[src/rtl/gpio_pg_pkg.sv]
package gpio_pg_pkg;

  localparam int BYTE_W   = 8;
  localparam int PAGE_W   = 2;
  localparam int PAGE_LSB = BYTE_W - PAGE_W;

  typedef enum logic [PAGE_W-1:0] {
    PG_IDLE     = 2'd0,
    PG_POLARITY = 2'd1,
    PG_ENABLE   = 2'd2,
    PG_EVENT_ID = 2'd3
  } page_e;

  // Open-drain readback: a high line reads as 0.
  function automatic logic [BYTE_W-1:0] level_to_reg(input logic [BYTE_W-1:0] lvl);
    return ~lvl;
  endfunction

  // Combined page/lock byte: page in the top bits, locks from bit 0 upward.
  function automatic logic [BYTE_W-1:0] pack_pglk(input page_e pg,
                                                  input logic [PAGE_LSB-1:0] locks);
    return {pg, locks};
  endfunction

  function automatic logic byte_any(input logic [BYTE_W-1:0] b);
    return |b;
  endfunction

endpackage

[src/rtl/gpio_pg_sync.sv]
module gpio_pg_sync #(
  parameter int W = 48
) (
  input  logic         clk,
  input  logic         rst_n,
  input  logic [W-1:0] d,
  output logic [W-1:0] q
);

  logic [W-1:0] stage1_q;
  logic [W-1:0] stage2_q;
  logic [1:0]   settle_q;

  always_ff @(posedge clk or negedge rst_n) begin
    if (!rst_n) begin
      stage1_q <= '0;
      stage2_q <= '0;
    end else begin
      stage1_q <= d;
      stage2_q <= stage1_q;
    end
  end

  // Counts edges since reset so the delay check never looks before reset.
  always_ff @(posedge clk or negedge rst_n) begin
    if (!rst_n)              settle_q <= 2'd0;
    else if (settle_q != 2'd2) settle_q <= settle_q + 2'd1;
  end

  assign q = stage2_q;

  AST_SYNC_TWO_STAGE: assert property (@(posedge clk) disable iff (!rst_n)
    (settle_q == 2'd2) |-> (q == $past(d, 2)));

endmodule

[src/rtl/gpio_pg_ports.sv]
module gpio_pg_ports #(
  parameter int NUM_PORTS = 6
) (
  input  logic                   clk,
  input  logic                   rst_n,
  input  logic [NUM_PORTS-1:0]   wr_en,
  input  logic [7:0]             wdata,
  input  logic [NUM_PORTS-1:0]   lock,
  output logic [NUM_PORTS*8-1:0] drive
);

  for (genvar n = 0; n < NUM_PORTS; n++) begin : g_port
    logic [7:0] data_q;
    logic       take;

    assign take = wr_en[n] && !lock[n];

    always_ff @(posedge clk or negedge rst_n) begin
      if (!rst_n)    data_q <= 8'h00;
      else if (take) data_q <= wdata;
    end

    assign drive[n*8 +: 8] = data_q;

    AST_LOCKED_PORT_HOLD: assert property (@(posedge clk) disable iff (!rst_n)
      (wr_en[n] && lock[n]) |=> $stable(drive[n*8 +: 8]));

    AST_OPEN_PORT_TAKES: assert property (@(posedge clk) disable iff (!rst_n)
      (wr_en[n] && !lock[n]) |=> (drive[n*8 +: 8] == $past(wdata)));
  end

endmodule

[src/rtl/gpio_pg_pagelock.sv]
module gpio_pg_pagelock
  import gpio_pg_pkg::*;
#(
  parameter int NUM_PORTS = 6
) (
  input  logic                 clk,
  input  logic                 rst_n,
  input  logic                 wr_en,
  input  logic [7:0]           wdata,
  output page_e                page,
  output logic [NUM_PORTS-1:0] lock,
  output logic [7:0]           view
);

  localparam int LOCK_FIELD = PAGE_LSB;

  page_e                page_q;
  logic [NUM_PORTS-1:0] lock_q;
  logic [LOCK_FIELD-1:0] lock_field;

  always_ff @(posedge clk or negedge rst_n) begin
    if (!rst_n) begin
      page_q <= PG_IDLE;
      lock_q <= '0;
    end else if (wr_en) begin
      page_q <= page_e'(wdata[7:PAGE_LSB]);
      lock_q <= wdata[NUM_PORTS-1:0];
    end
  end

  always_comb begin
    lock_field = '0;
    lock_field[NUM_PORTS-1:0] = lock_q;
  end

  assign page = page_q;
  assign lock = lock_q;
  assign view = pack_pglk(page_q, lock_field);

  AST_PGLK_HOLD: assert property (@(posedge clk) disable iff (!rst_n)
    !wr_en |=> $stable(view));

endmodule

[src/rtl/gpio_pg_window.sv]
module gpio_pg_window
  import gpio_pg_pkg::*;
#(
  parameter int WIN_REGS = 3
) (
  input  logic                  clk,
  input  logic                  rst_n,
  input  page_e                 page,
  input  logic [WIN_REGS-1:0]   sel,
  input  logic                  wr,
  input  logic [7:0]            wdata,
  input  logic [WIN_REGS*8-1:0] evt_id,
  output logic [WIN_REGS*8-1:0] pol,
  output logic [WIN_REGS*8-1:0] en,
  output logic [WIN_REGS-1:0]   clr_stb,
  output logic [7:0]            clr_data,
  output logic [WIN_REGS*8-1:0] rd_vec
);

  logic [WIN_REGS-1:0] evt_wr;

  for (genvar k = 0; k < WIN_REGS; k++) begin : g_win
    logic [7:0] pol_q;
    logic [7:0] en_q;
    logic       wr_here;

    assign wr_here   = sel[k] && wr;
    assign evt_wr[k] = wr_here && (page == PG_EVENT_ID);

    always_ff @(posedge clk or negedge rst_n) begin
      if (!rst_n) begin
        pol_q <= 8'h00;
        en_q  <= 8'h00;
      end else if (wr_here) begin
        case (page)
          PG_POLARITY: pol_q <= wdata;
          PG_ENABLE:   en_q  <= wdata;
          default:     ;
        endcase
      end
    end

    always_comb begin
      case (page)
        PG_POLARITY: rd_vec[k*8 +: 8] = pol_q;
        PG_ENABLE:   rd_vec[k*8 +: 8] = en_q;
        PG_EVENT_ID: rd_vec[k*8 +: 8] = evt_id[k*8 +: 8];
        default:     rd_vec[k*8 +: 8] = 8'h00;
      endcase
    end

    assign pol[k*8 +: 8] = pol_q;
    assign en[k*8 +: 8]  = en_q;
  end

  always_ff @(posedge clk or negedge rst_n) begin
    if (!rst_n) begin
      clr_stb  <= '0;
      clr_data <= 8'h00;
    end else begin
      clr_stb <= evt_wr;
      if (|evt_wr) clr_data <= wdata;
    end
  end

  AST_PAGE0_WINDOW_QUIET: assert property (@(posedge clk) disable iff (!rst_n)
    ((page == PG_IDLE) && wr && (|sel)) |=> ($stable(pol) && $stable(en) && (clr_stb == '0)));

  AST_IDSTB_ONLY_PAGE3: assert property (@(posedge clk) disable iff (!rst_n)
    (|clr_stb) |-> ($past(page) == PG_EVENT_ID));

  AST_IDSTB_ONEHOT: assert property (@(posedge clk) disable iff (!rst_n)
    $onehot0(clr_stb));

endmodule

[src/rtl/gpio_paged_regfile.sv]
module gpio_paged_regfile
  import gpio_pg_pkg::*;
#(
  parameter int NUM_PORTS = 6,
  parameter int WIN_REGS  = 3,
  parameter int ADDR_W    = 4
) (
  input  logic                   clk,
  input  logic                   rst_n,
  input  logic                   host_req,
  input  logic                   host_we,
  input  logic [ADDR_W-1:0]      host_addr,
  input  logic [7:0]             host_wdata,
  output logic [7:0]             host_rdata,
  input  logic [NUM_PORTS*8-1:0] pin_level,
  output logic [NUM_PORTS*8-1:0] pin_pull_low,
  output logic [WIN_REGS*8-1:0]  edge_pol,
  output logic [WIN_REGS*8-1:0]  edge_en,
  input  logic [WIN_REGS*8-1:0]  irq_id,
  output logic [WIN_REGS-1:0]    id_clr_stb,
  output logic [7:0]             id_clr_data
);

  localparam int LINES    = NUM_PORTS * BYTE_W;
  localparam int WIN_W    = WIN_REGS * BYTE_W;
  localparam int PEND_OFF = NUM_PORTS;
  localparam int PGLK_OFF = NUM_PORTS + 1;
  localparam int WIN_OFF  = NUM_PORTS + 2;

  // Decode events, brought out as named wires.
  logic                 rd_fire;
  logic                 wr_fire;
  logic [NUM_PORTS-1:0] port_hit;
  logic [NUM_PORTS-1:0] port_wr;
  logic [WIN_REGS-1:0]  win_hit;
  logic                 pend_hit;
  logic                 pglk_hit;
  logic                 pglk_wr;

  page_e                cur_page;
  logic [NUM_PORTS-1:0] cur_lock;
  logic [7:0]           pglk_view;
  logic [LINES-1:0]     lvl_sync;
  logic [WIN_W-1:0]     win_rd;
  logic [7:0]           pend_byte;
  logic [7:0]           rd_next;
  logic [7:0]           rdata_q;

  assign rd_fire  = host_req && !host_we;
  assign wr_fire  = host_req && host_we;
  assign pend_hit = (int'(host_addr) == PEND_OFF);
  assign pglk_hit = (int'(host_addr) == PGLK_OFF);
  assign pglk_wr  = wr_fire && pglk_hit;

  for (genvar n = 0; n < NUM_PORTS; n++) begin : g_port_dec
    assign port_hit[n] = (int'(host_addr) == n);
    assign port_wr[n]  = wr_fire && port_hit[n];
  end

  for (genvar k = 0; k < WIN_REGS; k++) begin : g_win_dec
    assign win_hit[k] = (int'(host_addr) == WIN_OFF + k);
  end

  gpio_pg_sync #(.W(LINES)) u_sync (
    .clk   (clk),
    .rst_n (rst_n),
    .d     (pin_level),
    .q     (lvl_sync)
  );

  gpio_pg_pagelock #(.NUM_PORTS(NUM_PORTS)) u_pglk (
    .clk   (clk),
    .rst_n (rst_n),
    .wr_en (pglk_wr),
    .wdata (host_wdata),
    .page  (cur_page),
    .lock  (cur_lock),
    .view  (pglk_view)
  );

  gpio_pg_ports #(.NUM_PORTS(NUM_PORTS)) u_ports (
    .clk   (clk),
    .rst_n (rst_n),
    .wr_en (port_wr),
    .wdata (host_wdata),
    .lock  (cur_lock),
    .drive (pin_pull_low)
  );

  gpio_pg_window #(.WIN_REGS(WIN_REGS)) u_win (
    .clk      (clk),
    .rst_n    (rst_n),
    .page     (cur_page),
    .sel      (win_hit),
    .wr       (wr_fire),
    .wdata    (host_wdata),
    .evt_id   (irq_id),
    .pol      (edge_pol),
    .en       (edge_en),
    .clr_stb  (id_clr_stb),
    .clr_data (id_clr_data),
    .rd_vec   (win_rd)
  );

  // Pending summary: one bit per event-ID byte.
  always_comb begin
    pend_byte = 8'h00;
    for (int k = 0; k < WIN_REGS; k++) begin
      pend_byte[k] = byte_any(irq_id[k*8 +: 8]);
    end
  end

  always_comb begin
    rd_next = 8'h00;
    for (int n = 0; n < NUM_PORTS; n++) begin
      if (port_hit[n]) rd_next = level_to_reg(lvl_sync[n*8 +: 8]);
    end
    for (int k = 0; k < WIN_REGS; k++) begin
      if (win_hit[k]) rd_next = win_rd[k*8 +: 8];
    end
    if (pend_hit) rd_next = pend_byte;
    if (pglk_hit) rd_next = pglk_view;
  end

  always_ff @(posedge clk or negedge rst_n) begin
    if (!rst_n)       rdata_q <= 8'h00;
    else if (rd_fire) rdata_q <= rd_next;
  end

  assign host_rdata = rdata_q;

  AST_RDATA_HOLD: assert property (@(posedge clk) disable iff (!rst_n)
    !rd_fire |=> $stable(host_rdata));

  AST_DECODE_EXCLUSIVE: assert property (@(posedge clk) disable iff (!rst_n)
    $countones({port_hit, win_hit, pend_hit, pglk_hit}) <= 1);

endmodule

[config.mk]
export PLATFORM = sky130hd
export DESIGN_NAME = gpio_paged_regfile
export DESIGN_NICKNAME = d
export VERILOG_FILES = /design/src/rtl/gpio_pg_pkg.sv /design/src/rtl/gpio_pg_sync.sv /design/src/rtl/gpio_pg_ports.sv /design/src/rtl/gpio_pg_pagelock.sv /design/src/rtl/gpio_pg_window.sv /design/src/rtl/gpio_paged_regfile.sv
export SDC_FILE = /design/constraint.sdc
export NUM_CORES = 1
export LEC_CHECK = 0
export BUFFER_PORTS_ARGS = -buffer_cell sky130_fd_sc_hd__buf_2
export CORE_MARGIN = 2
export CORE_UTILIZATION = 35
export CTS_CLUSTER_DIAMETER = 30
export DETAILED_ROUTE_END_ITERATION = 16
export PLACE_DENSITY = 0.62
export REMOVE_ABC_BUFFERS = 1
export SLEW_MARGIN = 25
export SYNTH_ARGS = -nofsm -noshare
export SYNTH_HDL_FRONTEND = slang
export SYNTH_HIERARCHICAL = 1
export SYNTH_SLANG_ARGS = --single-unit
[constraint.sdc]
create_clock -name clk -period 3.4 [get_ports clk]
set_input_delay 0.34 -clock clk [delete_from_list [all_inputs] [get_ports clk]]
set_output_delay 0.34 -clock clk [all_outputs]
set_load 0.01 [all_outputs]
==> results.yml, run 1 <==
outcome:
  outcome: "completed"
die:
  die_h_um: 164
  row_count: 58
  die_area_um2: 27000
  core-area_um2: 25200
  die_x_um: 164
  ioPinCount: 203
  start_util_pct: 35.7
place:
  gp_congestion: 0.859
  port_buffers: 202
  dp_hpwl_mm: 16.5
yosys:
  synth_top_area_share_pct: 61.0
  syn-cell-area_um2: 8990
  ys_seq_elements: 219
  async_flop_share_pct: 100
  yosysTopAreaCell: "dfrtp_1"
  synth_ff_type: "dfrtp_1"
  synthTopCellsByArea: "dfrtp_1 61%, mux2_2 9.8%, mux2_4 9.4%"
  netlist_instances: 604
  synth_cell_types: 51
  netlist_top_cells_count: "219 x dfrtp_1, 78 x mux2_2, 56 x mux2_4"
  ys_warn_count: 6
  ys_seq_area_share_pct: 61.0
  synth.most_common_cell: "dfrtp_1"
  synth_edf_count: 0
  syn_avg_cell_area_um2: 14.9
setup_path:
  r2r-start: "u_pglk/page[1]$_DFFE_PN0P_"
  slowest_stage: "dfrtp_1"
  path_max_fanout: 14
  r2r_cells: 8
  slowest_delay_ns: 0.68
  start_kind: "flip-flop"
  arrival_ns: 2.94
  end_kind: "flip-flop"
  required_ns: 3.80
  path_cells: "buf_4 > mux2_2 > a22o_1 > nand3b_1 > o21ai_0 > a32o_1 > a311oi_1 > o21ai_1"
  ff2ff_setup_slack_ns: 0.86
  startpoint: "u_pglk/page[1]$_DFFE_PN0P_"
  path_class: "flip-flop to flip-flop"
  r2r_end: "host_rdata[1]$_DFFE_PN0P_"
route:
  wl_met3_mm: 1.74
  num_vias: 5974
  drtIter0Drc: 380
  ant_nets: 0
  met1Wirelength_mm: 10.6
  wl_per_cell_um: 19.9
  dr_wl_met2_mm: 11.7
  top_layer: "met4"
  viasPerCell: 4.81
  first_pass_iters: 4
  drt-total-wl_mm: 24.8
  drc_errors: 0
clocking:
  clk_pin_slew_ns: 0.06
  cts_hold_buf: 49
  clock_latency_ns: 0.52
  cts_buffers: 44
  ctsResizeCount: 0
  cts_root_buffer: "clkbuf_16"
  post_cts_buffers: 0
  h-tree-depth: 2
  numClockSinks: 219
  clockBufferDepth: 3
  tritoncts: "done"
global_routing:
  grt_pass1_vias: 6351
  grt_max_degree: 101
  antenna_found_initial: 2
  grt_pass1_wl_mm: 37.9
  overflow: 0
  grtUsageTotal_pct: 18.7
timing:
  drv_slew: 0
  setup_viol: 0
  finalHoldViolCount: 0
  tns_ns: 0
  fin_hold_ws_ns: 0.218
  period_needed_ns: 2.54
  skew_ns: 0.0227
  fmax_ghz: 0.394
  rsz0062_at_grt: "false"
  worstMarginPinSlew_ns: 0.783
  post-route-period-util_pct: 74.7
  max-slew-margin-rel_pct: 47.8
pwr:
  cellLeakagePower_nw: 6.14
  powerDensity_nw_per_um2: 679
  worst_ir_drop_vdd_mv: 0.453
finish:
  nFillCells: 2220
  syn_to_final_growth_pct: 36.1
  drive_gt1_share_pct: 49.0
  nets: 962
hold_path:
  holdPathStages: 4
  hold_path_end: "host_rdata[0]$_DFFE_PN0P_"
  min_path_type: "input port to flip-flop"
  hold_path_startpoint: "host_we"
job:
  drv_cap: 0
[routing by layer]
layer  vias up  global-route usage (%)
met3        55                    5.10
met2       213                    29.4
met4         0                    7.46
li1       2745                       -
met5         -                       0
met1      2961                    24.4
[flip-flops by register name, indices dropped and copies added, names as in the netlist]
name,count
u_win/clr_stb,3
u_win/g_win.pol_q,24
u_pglk/lock,6
u_pglk/page,2
u_sync/q,48
u_ports/g_port.data_q,48
u_win/g_win.en_q,24
host_rdata,8
u_sync/stage1_q,48
u_win/clr_data,8
[critical path, delay by kind of cell (launching register included)]
| kind | cells | cell delay, ns |
|---|---|---|
| AOI/OAI and AO/OA | 5 | 0.97 |
| buffers and inverters | 1 | 0.31 |
| DFF | 1 | 0.68 |
| muxes | 1 | 0.35 |
| and+or+nand+nor | 1 | 0.09 |
[cell families after synthesis]
family,count (synthesis),synth area share (%)
multiplexers,153,21.6
flip-flops,219,61.0
buffers and inverters,48,3.70
AO/OA/AOI/OAI,90,7.09
AND/OR/NAND/NOR,94,6.67
[placed cells by master (no fill, tap or decap), types with 7 or more instances in the layout]
cell / n
buf_2: 201
mux2i_1: 15
nor3_1: 7
o21ai_0: 23
nand2_1: 17
clkbuf_16: 44
dlygate4sd3_1: 49
a22o_1: 24
mux2_4: 56
nor2_1: 22
mux2_2: 78
dfrtp_1: 219
inv_1: 7
buf_4: 11
[how the worst max path moves through the flow]
stage / endpoint / slack (ns) / cells after the start
5_1_grt: host_rdata[1]$_DFFE_PN0P_ / 0.65 / 8
6_report: host_rdata[1]$_DFFE_PN0P_ / 0.86 / 8
4_1_cts: host_rdata[1]$_DFFE_PN0P_ / 0.86 / 8
3_5_place_dp: u_win/clr_data[0]$_DFFE_PN0P_ / 0.71 / 6
3_3_place_gp: u_win/clr_data[5]$_DFFE_PN0P_ / 0.82 / 6
2_1_floorplan: host_rdata[3]$_DFFE_PN0P_ / 0.81 / 5
[report_power, final]
group / switching (mW) / internal, mW / total [mW]
registers: 0.167 / 2.86 / 3.02
logic: 0.495 / 0.540 / 1.04
clock network: 1.45 / 2.80 / 4.25
[cell type report]
cell class,instances,area [um^2],share of cell area [%]
Multi-Input combinational cell,337,3170,25.9
Timing Repair Buffer,264,1630,13.4
Inverter,8,30.0,0.246
Clock inverter,26,314,2.57
Clock buffer,54,1180,9.64
Antenna cell,3,7.51,0.0614
Sequential cell,219,5480,44.8
Tap cell,330,413,3.38
[through the flow]
stage               utilization (%)  instance area (um^2)  setup WS (ns)  power (mW)  std cells
floorplan                         -                  8680          0.809        3.56        564
global placement               40.7                 10200          0.822        4.04       1109
detailed placement             40.7                 10200          0.713        4.06       1109
CTS                            48.5                 12200          0.857        8.39       1238
global route                   48.5                 12200          0.651        8.65       1239
finish                         48.6                 12200          0.859        8.31       1241
No activity file was read; power rests on OpenSTA's default activity.
==> run 2: changes to the inputs <==
Clock period 3.4 ns to 2.7 ns, I/O delays scaled along.
==> run 2 against run 1 <==
Sequential power is 25% higher. Global-route usage hardly changed. Design area is 2.3% higher. Core utilization is 1.1 points higher. Count of clock-buffer cells in the layout is 1 lower. Critical endpoint unchanged. Largest cell class unchanged. Critical path depth stayed put. Final cell count is 1.0% higher.
==> results.yml, run 2 (synthesis gave the netlist of run 1 again) <==
route:
  viasPerCell: 4.84
  drc_errors: 0
  num_vias: 6067
  drt-total-wl_mm: 25.1
  wl_per_cell_um: 20.0
  drtIter0Drc: 402
  first_pass_iters: 4
  ant_nets: 0
timing:
  skew_ns: 0.0251
  max-slew-margin-rel_pct: 60.1
  rsz0062_at_grt: "false"
  fmax_ghz: 0.454
  worstMarginPinSlew_ns: 0.594
  tns_ns: 0
  period_needed_ns: 2.20
  post-route-period-util_pct: 81.6
  drv_slew: 0
  setup_viol: 0
  finalHoldViolCount: 0
setup_path:
  end_kind: "flip-flop"
  path_class: "flip-flop to flip-flop"
  path_cells: "buf_4 > mux2_2 > a22o_1 > mux2i_1 > o21ai_0 > a32o_1 > a311oi_1 > o21ai_1"
  start_kind: "flip-flop"
  path_max_fanout: 23
  slowest_stage: "mux2_2"
  required_ns: 3.10
  slowest_delay_ns: 0.38
  arrival_ns: 2.60
  r2r_cells: 8
clocking:
  clockBufferDepth: 3
  clock_latency_ns: 0.54
  numClockSinks: 219
  post_cts_buffers: 0
  cts_buffers: 47
  h-tree-depth: 2
  tritoncts: "done"
  clk_pin_slew_ns: 0.06
  cts_root_buffer: "clkbuf_16"
job:
  drv_cap: 0
die:
  start_util_pct: 35.7
  core-area_um2: 25200
  die_x_um: 164
  ioPinCount: 203
  die_area_um2: 27000
  die_h_um: 164
  row_count: 58
pwr:
  p_clk_share_pct: 54.5
  seqPwrFrac_pct: 33.7
  p_comb_share_pct: 11.9
  p_sw_share_pct: 25.5
  powerDensity_nw_per_um2: 898
  worst_ir_drop_vdd_mv: 0.630
  p_sw_mw: 2.86
  p_int_mw: 8.37
  cellLeakagePower_nw: 6.29
finish:
  final_cell_area_um2: 12500
  nets: 970
  final_cell_mix: "219 x dfrtp_1, 201 x buf_2, 78 x mux2_2, 56 x mux2_4, 49 x dlygate4sd3_1"
  drive_gt1_share_pct: 49.9
  syn_to_final_growth_pct: 39.3
  final_common_cell: "dfrtp_1"
global_routing:
  overflow: 0
  antenna_found_initial: 6
  grt_pass1_vias: 6374
  grt_pass1_wl_mm: 37.7
  grt_max_degree: 102
  grtUsageTotal_pct: 18.7
place:
  gp_congestion: 0.862
  port_buffers: 202
  dp_hpwl_mm: 16.9
  placed_area_um2: 10300
hold_path:
  holdPathStages: 4
  min_path_type: "input port to flip-flop"
outcome:
  outcome: "completed"
==> run 2: timing repair <==
| item | CTS | global route |
|---|---|---|
| setup endpoints to repair | 0 | 0 |
| resized for setup | 0 | 0 |
| hold buffers | 49 | 0 |
| endpoints found under the hold margin | 106 | 0 |
==> run 2: area by class of cell <==
cell class                 count  area (um^2)
antenna                        5         12.5
sequential                   219         5480
multi-input combinational    337         3170
inverter                       8         30.0
tap                          330          413
clock buffer                  53         1240
timing repair buffer         269         1670
fill                        2169        12700
clock inverter                33          494
==> run 2: power groups by stage <==
stage | Sequential [mW] | Combinational, mW | Clock (mW)
floorplan | 3.93 | 0.552 | 0
global placement | 3.83 | 1.27 | 0
detailed placement | 3.83 | 1.28 | 0
CTS | 3.78 | 1.34 | 6.22
global route | 3.82 | 1.45 | 6.40
finish | 3.78 | 1.34 | 6.12
==> run 2: metrics by stage <==
step | power, mW | utilization, % | cells | hold slack, ns | worst slack [ns]
2_1_floorplan | 4.48 | - | 564 | -0.0256 | 0.109
4_1_cts | 11.4 | 49.6 | 1249 | 0.134 | 0.505
3_5_place_dp | 5.12 | 40.8 | 1114 | 0.232 | 0.515
5_1_grt | 11.7 | 49.7 | 1252 | 0.170 | 0.318
3_3_place_gp | 5.09 | 40.8 | 1114 | 0.229 | 0.542
6_report | 11.2 | 49.7 | 1254 | 0.154 | 0.496
==> run 2: critical path: cells and delay by family, from the launching register on <==
kind / cells / cell delay [ns]
buffers and inverters: 1 / 0.32
multiplexers: 2 / 0.57
flip-flops: 1 / 0.34
AO/OA/AOI/OAI: 5 / 0.86
==> run 2: final timing paths <==
path	slack, ns	end	startpoint
max reg2reg	0.50	host_rdata[1]$_DFFE_PN0P_	u_pglk/page[1]$_DFFE_PN0P_
min reg2reg	0.34	u_sync/q[19]$_DFF_PN0_	u_sync/stage1_q[19]$_DFF_PN0_
max	0.50	host_rdata[1]$_DFFE_PN0P_	u_pglk/page[1]$_DFFE_PN0P_
min	0.15	host_rdata[7]$_DFFE_PN0P_	host_we
min in group asynchronous	0.25	u_sync/stage1_q[27]$_DFF_PN0_	rst_n
max in group asynchronous	1.47	u_sync/stage1_q[1]$_DFF_PN0_	rst_n
==> run 2: layer usage <==
metal  vias to the layer above  GRT usage, %  part of all wire, %
met4                         2          7.26                  2.9
met1                      2984          23.7                   42
met3                        67          5.43                  7.5
met5                         -             0                0.064
li1                       2771             -                    -
met2                       243          30.1                   47
